$ cat src/rtl/dps_pkg.sv
package dps_pkg;
  localparam int NUM_W = 5;
  localparam int PER_N = 1 << NUM_W;

  localparam logic [7:0] OP_END   = 8'h00;
  localparam logic [7:0] OP_LD    = 8'h04;
  localparam logic [7:0] OP_ST    = 8'h08;
  localparam logic [7:0] OP_RMB   = 8'h12;
  localparam logic [7:0] OP_WMB   = 8'h13;
  localparam logic [7:0] OP_LP0   = 8'h20;
  localparam logic [7:0] OP_LP1   = 8'h22;
  localparam logic [7:0] OP_WFP   = 8'h30;
  localparam logic [7:0] OP_SEV   = 8'h34;
  localparam logic [7:0] OP_FLUSH = 8'h35;
  localparam logic [7:0] OP_LE0   = 8'h38;
  localparam logic [7:0] OP_LE1   = 8'h3C;
  localparam logic [7:0] OP_MOV   = 8'hBC;

  // control word field positions
  localparam int C_SINC = 0;
  localparam int C_SSZ  = 1;
  localparam int C_SLEN = 4;
  localparam int C_DINC = 14;
  localparam int C_DSZ  = 15;
  localparam int C_DLEN = 18;

  typedef enum logic [3:0] {
    K_END, K_MOV, K_LP, K_LPEND, K_LD, K_ST, K_RMB, K_WMB,
    K_WFP, K_FLUSH, K_SEV, K_BAD
  } op_kind_e;
endpackage

$ cat src/rtl/dps_decode.sv
module dps_decode
  import dps_pkg::*;
(
  input  logic [7:0] op,
  output op_kind_e   kind,
  output logic [2:0] len,
  output logic       sel
);
  always_comb begin
    kind = K_BAD;
    len  = 3'd1;
    sel  = 1'b0;
    case (op)
      OP_END:   kind = K_END;
      OP_LD:    kind = K_LD;
      OP_ST:    kind = K_ST;
      OP_RMB:   kind = K_RMB;
      OP_WMB:   kind = K_WMB;
      OP_LP0, OP_LP1: begin kind = K_LP; len = 3'd2; sel = op[1]; end
      OP_LE0, OP_LE1: begin kind = K_LPEND; len = 3'd2; sel = op[2]; end
      OP_WFP:   begin kind = K_WFP;   len = 3'd2; end
      OP_SEV:   begin kind = K_SEV;   len = 3'd2; end
      OP_FLUSH: begin kind = K_FLUSH; len = 3'd2; end
      OP_MOV:   begin kind = K_MOV;   len = 3'd6; end
      default:  kind = K_BAD;
    endcase
  end
endmodule

$ cat src/rtl/dps_pending.sv
module dps_pending #(
  parameter int MAX = 4
) (
  input  logic clk,
  input  logic rst,
  input  logic issue,
  input  logic retire,
  output logic full,
  output logic empty
);
  localparam int CW = $clog2(MAX + 1);
  logic [CW-1:0] cnt;

  always_ff @(posedge clk) begin
    if (rst) cnt <= '0;
    else if (issue && !retire) cnt <= cnt + 1'b1;
    else if (retire && !issue && cnt != '0) cnt <= cnt - 1'b1;
  end

  assign full  = (cnt == CW'(MAX));
  assign empty = (cnt == '0);
endmodule

$ cat src/rtl/dps_loopctr.sv
module dps_loopctr #(
  parameter int N = 2,
  parameter int W = 8
) (
  input  logic                       clk,
  input  logic                       rst,
  input  logic                       load,
  input  logic                       dec,
  input  logic [((N>1)?$clog2(N):1)-1:0] sel,
  input  logic [W-1:0]               val,
  output logic [N-1:0]               zero
);
  localparam int SW = (N > 1) ? $clog2(N) : 1;

  for (genvar g = 0; g < N; g++) begin : g_ctr
    logic [W-1:0] cnt;
    always_ff @(posedge clk) begin
      if (rst) cnt <= '0;
      else if (load && sel == SW'(g)) cnt <= val;
      else if (dec && sel == SW'(g)) cnt <= cnt - 1'b1;
    end
    assign zero[g] = (cnt == '0);
  end
endmodule

$ cat src/rtl/dma_prog_seq.sv
module dma_prog_seq
  import dps_pkg::*;
#(
  parameter int PA_W    = 8,
  parameter int AW      = 32,
  parameter int OUT_MAX = 4
) (
  input  logic              clk,
  input  logic              rst,
  input  logic              start,
  input  logic [PA_W-1:0]   start_addr,
  output logic              pm_en,
  output logic [PA_W-1:0]   pm_addr,
  input  logic [7:0]        pm_rdata,
  output logic              mem_ld,
  output logic              mem_st,
  output logic [AW-1:0]     mem_addr,
  output logic [2:0]        mem_size,
  output logic [3:0]        mem_len,
  input  logic              ld_done,
  input  logic              st_done,
  input  logic [PER_N-1:0]  periph_req,
  output logic              flush_valid,
  output logic [NUM_W-1:0]  flush_num,
  output logic              evt_valid,
  output logic [NUM_W-1:0]  evt_num,
  output logic              busy,
  output logic              done,
  output logic              fault
);
  localparam int IB_N = 6;

  typedef enum logic [2:0] {S_IDLE, S_ISSUE, S_WAIT, S_CAP, S_EXEC} st_e;
  st_e state;

  logic [PA_W-1:0] pc;
  logic [7:0]      ibuf [IB_N];
  logic [2:0]      nb, need, tot;
  logic [AW-1:0]   sar, dar;
  logic [31:0]     ccr;

  op_kind_e   kind;
  logic [2:0] dlen;
  logic       dsel;
  logic [7:0] dec_in;

  assign dec_in = (state == S_CAP) ? pm_rdata : ibuf[0];

  dps_decode u_dec (.op(dec_in), .kind(kind), .len(dlen), .sel(dsel));

  logic            exec, adv, mov_bad;
  logic [NUM_W-1:0] fnum;
  logic [31:0]     mv;
  logic [AW-1:0]   src_step, dst_step;
  logic            ld_full, ld_empty, st_full, st_empty;
  logic [1:0]      lc_zero;
  logic            ld_go, st_go, lc_load, lc_dec;

  assign exec     = (state == S_EXEC);
  assign fnum     = ibuf[1][7:3];
  assign mv       = {ibuf[5], ibuf[4], ibuf[3], ibuf[2]};
  assign mov_bad  = (kind == K_MOV) && (ibuf[1] > 8'd2);
  assign src_step = (AW'(ccr[C_SLEN +: 4]) + AW'(1)) << ccr[C_SSZ +: 3];
  assign dst_step = (AW'(ccr[C_DLEN +: 4]) + AW'(1)) << ccr[C_DSZ +: 3];
  assign tot      = (nb == 3'd0) ? dlen : need;

  assign ld_go   = exec && kind == K_LD && !ld_full;
  assign st_go   = exec && kind == K_ST && !st_full;
  assign lc_load = exec && kind == K_LP;
  assign lc_dec  = exec && kind == K_LPEND && !lc_zero[dsel];

  always_comb begin
    case (kind)
      K_LD:    adv = !ld_full;
      K_ST:    adv = !st_full;
      K_RMB:   adv = ld_empty;
      K_WMB:   adv = st_empty;
      K_WFP:   adv = periph_req[fnum];
      default: adv = 1'b1;
    endcase
  end

  dps_pending #(.MAX(OUT_MAX)) u_ldq (
    .clk(clk), .rst(rst), .issue(ld_go), .retire(ld_done),
    .full(ld_full), .empty(ld_empty));

  dps_pending #(.MAX(OUT_MAX)) u_stq (
    .clk(clk), .rst(rst), .issue(st_go), .retire(st_done),
    .full(st_full), .empty(st_empty));

  dps_loopctr #(.N(2), .W(8)) u_lc (
    .clk(clk), .rst(rst), .load(lc_load), .dec(lc_dec),
    .sel(dsel), .val(ibuf[1]), .zero(lc_zero));

  always_ff @(posedge clk) begin
    if (rst) begin
      state <= S_IDLE;
      pc <= '0; nb <= '0; need <= '0;
      sar <= '0; dar <= '0; ccr <= '0;
      for (int i = 0; i < IB_N; i++) ibuf[i] <= '0;
      busy <= 1'b0; done <= 1'b0; fault <= 1'b0;
      pm_en <= 1'b0; pm_addr <= '0;
      mem_ld <= 1'b0; mem_st <= 1'b0; mem_addr <= '0;
      mem_size <= '0; mem_len <= '0;
      flush_valid <= 1'b0; flush_num <= '0;
      evt_valid <= 1'b0; evt_num <= '0;
    end else begin
      done <= 1'b0; pm_en <= 1'b0;
      mem_ld <= 1'b0; mem_st <= 1'b0;
      flush_valid <= 1'b0; evt_valid <= 1'b0;
      case (state)
        S_IDLE: begin
          if (start) begin
            pc    <= start_addr;
            busy  <= 1'b1;
            fault <= 1'b0;
            nb    <= '0;
            state <= S_ISSUE;
          end
        end
        S_ISSUE: begin
          pm_en   <= 1'b1;
          pm_addr <= pc;
          state   <= S_WAIT;
        end
        S_WAIT: state <= S_CAP;
        S_CAP: begin
          ibuf[nb] <= pm_rdata;
          pc       <= pc + 1'b1;
          if (nb == 3'd0) need <= dlen;
          if (nb == 3'd0 && kind == K_BAD) begin
            fault <= 1'b1;
            busy  <= 1'b0;
            state <= S_IDLE;
          end else if (nb + 3'd1 == tot) begin
            nb    <= '0;
            state <= S_EXEC;
          end else begin
            nb    <= nb + 3'd1;
            state <= S_ISSUE;
          end
        end
        S_EXEC: begin
          case (kind)
            K_END: begin
              done <= 1'b1;
              busy <= 1'b0;
            end
            K_MOV: begin
              case (ibuf[1])
                8'd0: sar <= AW'(mv);
                8'd1: ccr <= mv;
                8'd2: dar <= AW'(mv);
                default: begin
                  fault <= 1'b1;
                  busy  <= 1'b0;
                end
              endcase
            end
            K_LPEND: if (!lc_zero[dsel]) pc <= pc - PA_W'(2) - PA_W'(ibuf[1]);
            K_LD: if (!ld_full) begin
              mem_ld   <= 1'b1;
              mem_addr <= sar;
              mem_size <= ccr[C_SSZ +: 3];
              mem_len  <= ccr[C_SLEN +: 4];
              if (ccr[C_SINC]) sar <= sar + src_step;
            end
            K_ST: if (!st_full) begin
              mem_st   <= 1'b1;
              mem_addr <= dar;
              mem_size <= ccr[C_DSZ +: 3];
              mem_len  <= ccr[C_DLEN +: 4];
              if (ccr[C_DINC]) dar <= dar + dst_step;
            end
            K_FLUSH: begin
              flush_valid <= 1'b1;
              flush_num   <= fnum;
            end
            K_SEV: begin
              evt_valid <= 1'b1;
              evt_num   <= fnum;
            end
            default: ;
          endcase
          if (kind == K_END || mov_bad) state <= S_IDLE;
          else if (adv) state <= S_ISSUE;
        end
        default: state <= S_IDLE;
      endcase
    end
  end
endmodule

$ cat config.mk
export PLATFORM = sky130hd
export DESIGN_NAME = dma_prog_seq
export DESIGN_NICKNAME = d
export VERILOG_FILES = /design/src/rtl/dps_pkg.sv /design/src/rtl/dps_decode.sv /design/src/rtl/dps_pending.sv /design/src/rtl/dps_loopctr.sv /design/src/rtl/dma_prog_seq.sv
export SDC_FILE = /design/constraint.sdc
export NUM_CORES = 1
export LEC_CHECK = 0
export BUFFER_PORTS_ARGS = -buffer_cell sky130_fd_sc_hd__buf_2
export CAP_MARGIN = 20
export CORE_UTILIZATION = 60
export DETAILED_ROUTE_END_ITERATION = 16
export PLACE_DENSITY = 0.8
export SYNTH_ARGS = -nofsm -noshare
export SYNTH_HDL_FRONTEND = slang
export SYNTH_SLANG_ARGS = --single-unit
$ cat constraint.sdc
create_clock -name clk -period 9.7 [get_ports clk]
set_input_delay 0.97 -clock clk [delete_from_list [all_inputs] [get_ports clk]]
set_output_delay 0.97 -clock clk [all_outputs]
set_load 0.005 [all_outputs]
==> flow_summary.ini <==
[timing]
hold_violations = 0
rsz0062_at_grt = false
fin_tns_setup_ns = 0
finClkSkew_ns = 0.0239
setup_viol = 0
finalMaxSlewViolations = 0
max_slew_margin_pct = 34.0
max_freq_ghz = 0.237
tightest_slew_ns = 0.989
final.period_utilization_pct = 43.5
post-route-min-period_ns = 4.22

[die]
die_height_um = 154
die_area_um2 = 23700
io_pins = 118
core_um2 = 22600
rows = 55
initial_core_util_pct = 61.3
die-width_um = 154

[hold_path]
hold_path.startpoint = ccr[14]
hold_class = reg -> reg
holdPathStages = 2
min_to = ccr[14]

[cells_and_area]
stdcell_count = 2069
area_growth_pct = 11.1
drive_above_1_share_pct = 12.5
layout_commonest_cell = nand2_1
nets = 1868
diodes = 0
final_cell_mix = nand2_1, nor2_1, dfxtp_1

[pwr]
p_leak_uw = 0.00568
powerDensity_nw_per_um2 = 148
totalPowerFinal_uw = 2280
peakVddDrop_uv = 125

[setup_path]
crit_path_max_incr_delay_ns = 0.62
r2r-start = ccr[4]
crit_fanout = 9
critPathLaunchType = register
cp_slowest_cell = o31ai_1
end_kind = register
rr_worst_depth = 15
crit_family = compound AO/OA/AOI/OAI gates
critPathArrivalTime_ns = 4.63
worst_r2r_endpoint = sar[28]
crit_chain = ha_1 -> xor2_1 -> nor2_1 -> a211oi_1 -> a31oi_1 -> nor2_1 -> ha_1 -> nor2b_1 -> o21ai_0 -> a21boi_0 -> o31ai_1 -> a21oi_1 -> a41o_1 -> a21oi_1 -> a211oi_1
worstPathRequired_ns = 10.12
path_buf_inv = 0
crit_type = reg -> reg
reg2reg_slack_ns = 5.48

[placement]
gp_congestion = 0.985
io_buffers = 117
dp_cells = 2021
hpwl_um = 28500

[cts]
cts_max_level = 1
clkTransAtPathRegs_ns = 0.06
postCtsHoldBufs = 0
clk_path_buf_depth = 3
postCtsSetupBuffers = 0
ctsResizeCount = 0
cts_tree = done
clock-sinks = 232
numCtsBuffers = 26
clockRootBuffer = clkbuf_16
clkLatencyLatePin_ns = 0.55

[run_status]
status = finished clean

[yosys]
ys_warn_count = 0
ys_ff_latch = 232
yosys.area.top_type = dfxtp_1
synth_area_leaders = dfxtp_1, edfxtp_1, nand2_1
yosysTopAreaCellShare_pct = 26.5
synthCells = 1713
synth_cell_type_count = 91
synth_seq_area_share_pct = 36.9
synth_ff_type = dfxtp_1
synth_edf_count = 48
netlist_area_um2 = 13900
syn-num-nets = 1817
async_flop_share_pct = 0
synth_area_per_cell_um2 = 8.10

[route]
drc = 0
viasPerCell = 6.50
first_iter_violations = 1463
drtPass1Iterations = 6
ant_nets = 0
wl_per_cell_um = 19.6
drt_wl_total_um = 40600
vias = 13400

[grt]
antenna_found_initial = 0
grt_use_total_pct = 33.9
grt_max_degree = 79
gr-total-overflow = 0
first_global_vias = 12600
grt_pass1_wl_um = 65100

[job]
maxCapViolations = 0
==> routing by layer <==
layer	vias to the layer above	GRT usage, %	wire length [um]
li1	6367	-	-
met5	-	0	0
met4	0	11.4	1300
met3	103	5.75	3750
met2	685	55.5	18700
met1	6290	45.2	16900
==> worst max-delay path by stage <==
stage	from	to	slack, ns	cells after the start
2_1_floorplan	pm_rdata[3]	u_ldq.cnt[2]	5.91	11
3_3_place_gp	pm_rdata[6]	dar[23]	5.47	11
3_5_place_dp	pm_rdata[6]	u_ldq.cnt[2]	5.44	11
4_1_cts	state[1]	u_ldq.cnt[1]	5.60	10
5_1_grt	ccr[4]	sar[28]	5.12	15
6_report	ccr[4]	sar[28]	5.48	15
==> power breakdown <==
| group | total (uW) | internal, uW | switching, uW |
|---|---|---|---|
| combinational | 233 | 96.2 | 137 |
| sequential | 1050 | 1010 | 36.4 |
| clock | 1000 | 596 | 408 |
| total | 2280 | 1700 | 582 |
==> per-stage QoR <==
step | setup WS, ns | utilization [%] | hold WS, ns | instance area (um2)
after floorplan | 5.91 | - | 0.432 | 13900
after global placement | 5.47 | 64.2 | 0.441 | 14500
after detailed placement | 5.44 | 64.2 | 0.449 | 14500
after CTS | 5.60 | 68.1 | 0.457 | 15400
after global routing | 5.12 | 68.1 | 0.470 | 15400
final | 5.48 | 68.1 | 0.456 | 15400
==> area by class of cell <==
class	count	area, um2
flip-flops and latches	232	5120
fillers	1904	7220
repair buffers	132	701
clock buffers	38	798
well taps	285	357
inverters	66	248
multi-input cells	1306	8110
clock inverters	10	81.3
==> kinds of logic (layout without fill, tap and decap cells) <==
| kind of cell | count (synthesis) | in the layout | share of synthesized area [%] |
|---|---|---|---|
| AOI/OAI and AO/OA | 439 | 439 | 22.0 |
| buffers and inverters | 175 | 246 | 4.96 |
| DFF | 232 | 232 | 36.9 |
| xor gates and xnor gates | 35 | 35 | 2.21 |
| muxes | 46 | 46 | 4.07 |
| and+or+nand+nor | 735 | 735 | 25.0 |
| adders and majority gates | 51 | 51 | 4.87 |
==> state kept, by name, indices dropped and copies added (netlist names), 4 cells and up <==
name	count
ibuf	48
dar	32
mem_addr	32
sar	32
ccr	16
u_lc.g_ctr.cnt	16
pc	8
pm_addr	8
evt_num	5
flush_num	5
mem_len	4
==> worst min-delay path: cells and delay by family (launching register included) <==
family,cells,cell delay (ns)
simple gates,1,0.05
compound gates,1,0.05
flops,1,0.31
==> Yosys cell counts (all sizes together) (6+ instances only) <==
library cell  instances
a211o                 7
a211oi               35
a21o                 22
a21oi               100
a221oi                7
a22oi                10
a311oi               51
a31oi                24
a32oi                 6
and2                 16
and3                 23
and4                  6
buf                  27
clkbuf               82
dfxtp               184
edfxtp               48
ha                   46
inv                  66
mux2i                35
mux4                  8
nand2               234
nand2b               10
nand3                56
nand3b                6
nand4                24
nor2                226
nor2b                10
nor3                 43
nor3b                11
nor4                 20
o211ai                9
o21a                 12
o21ai                80
o22ai                 6
o31ai                12
o32ai                 7
or2                   9
or3                  17
or4                   9
xnor2                21
xor2                 14
Power figures use the tool's default switching activity.
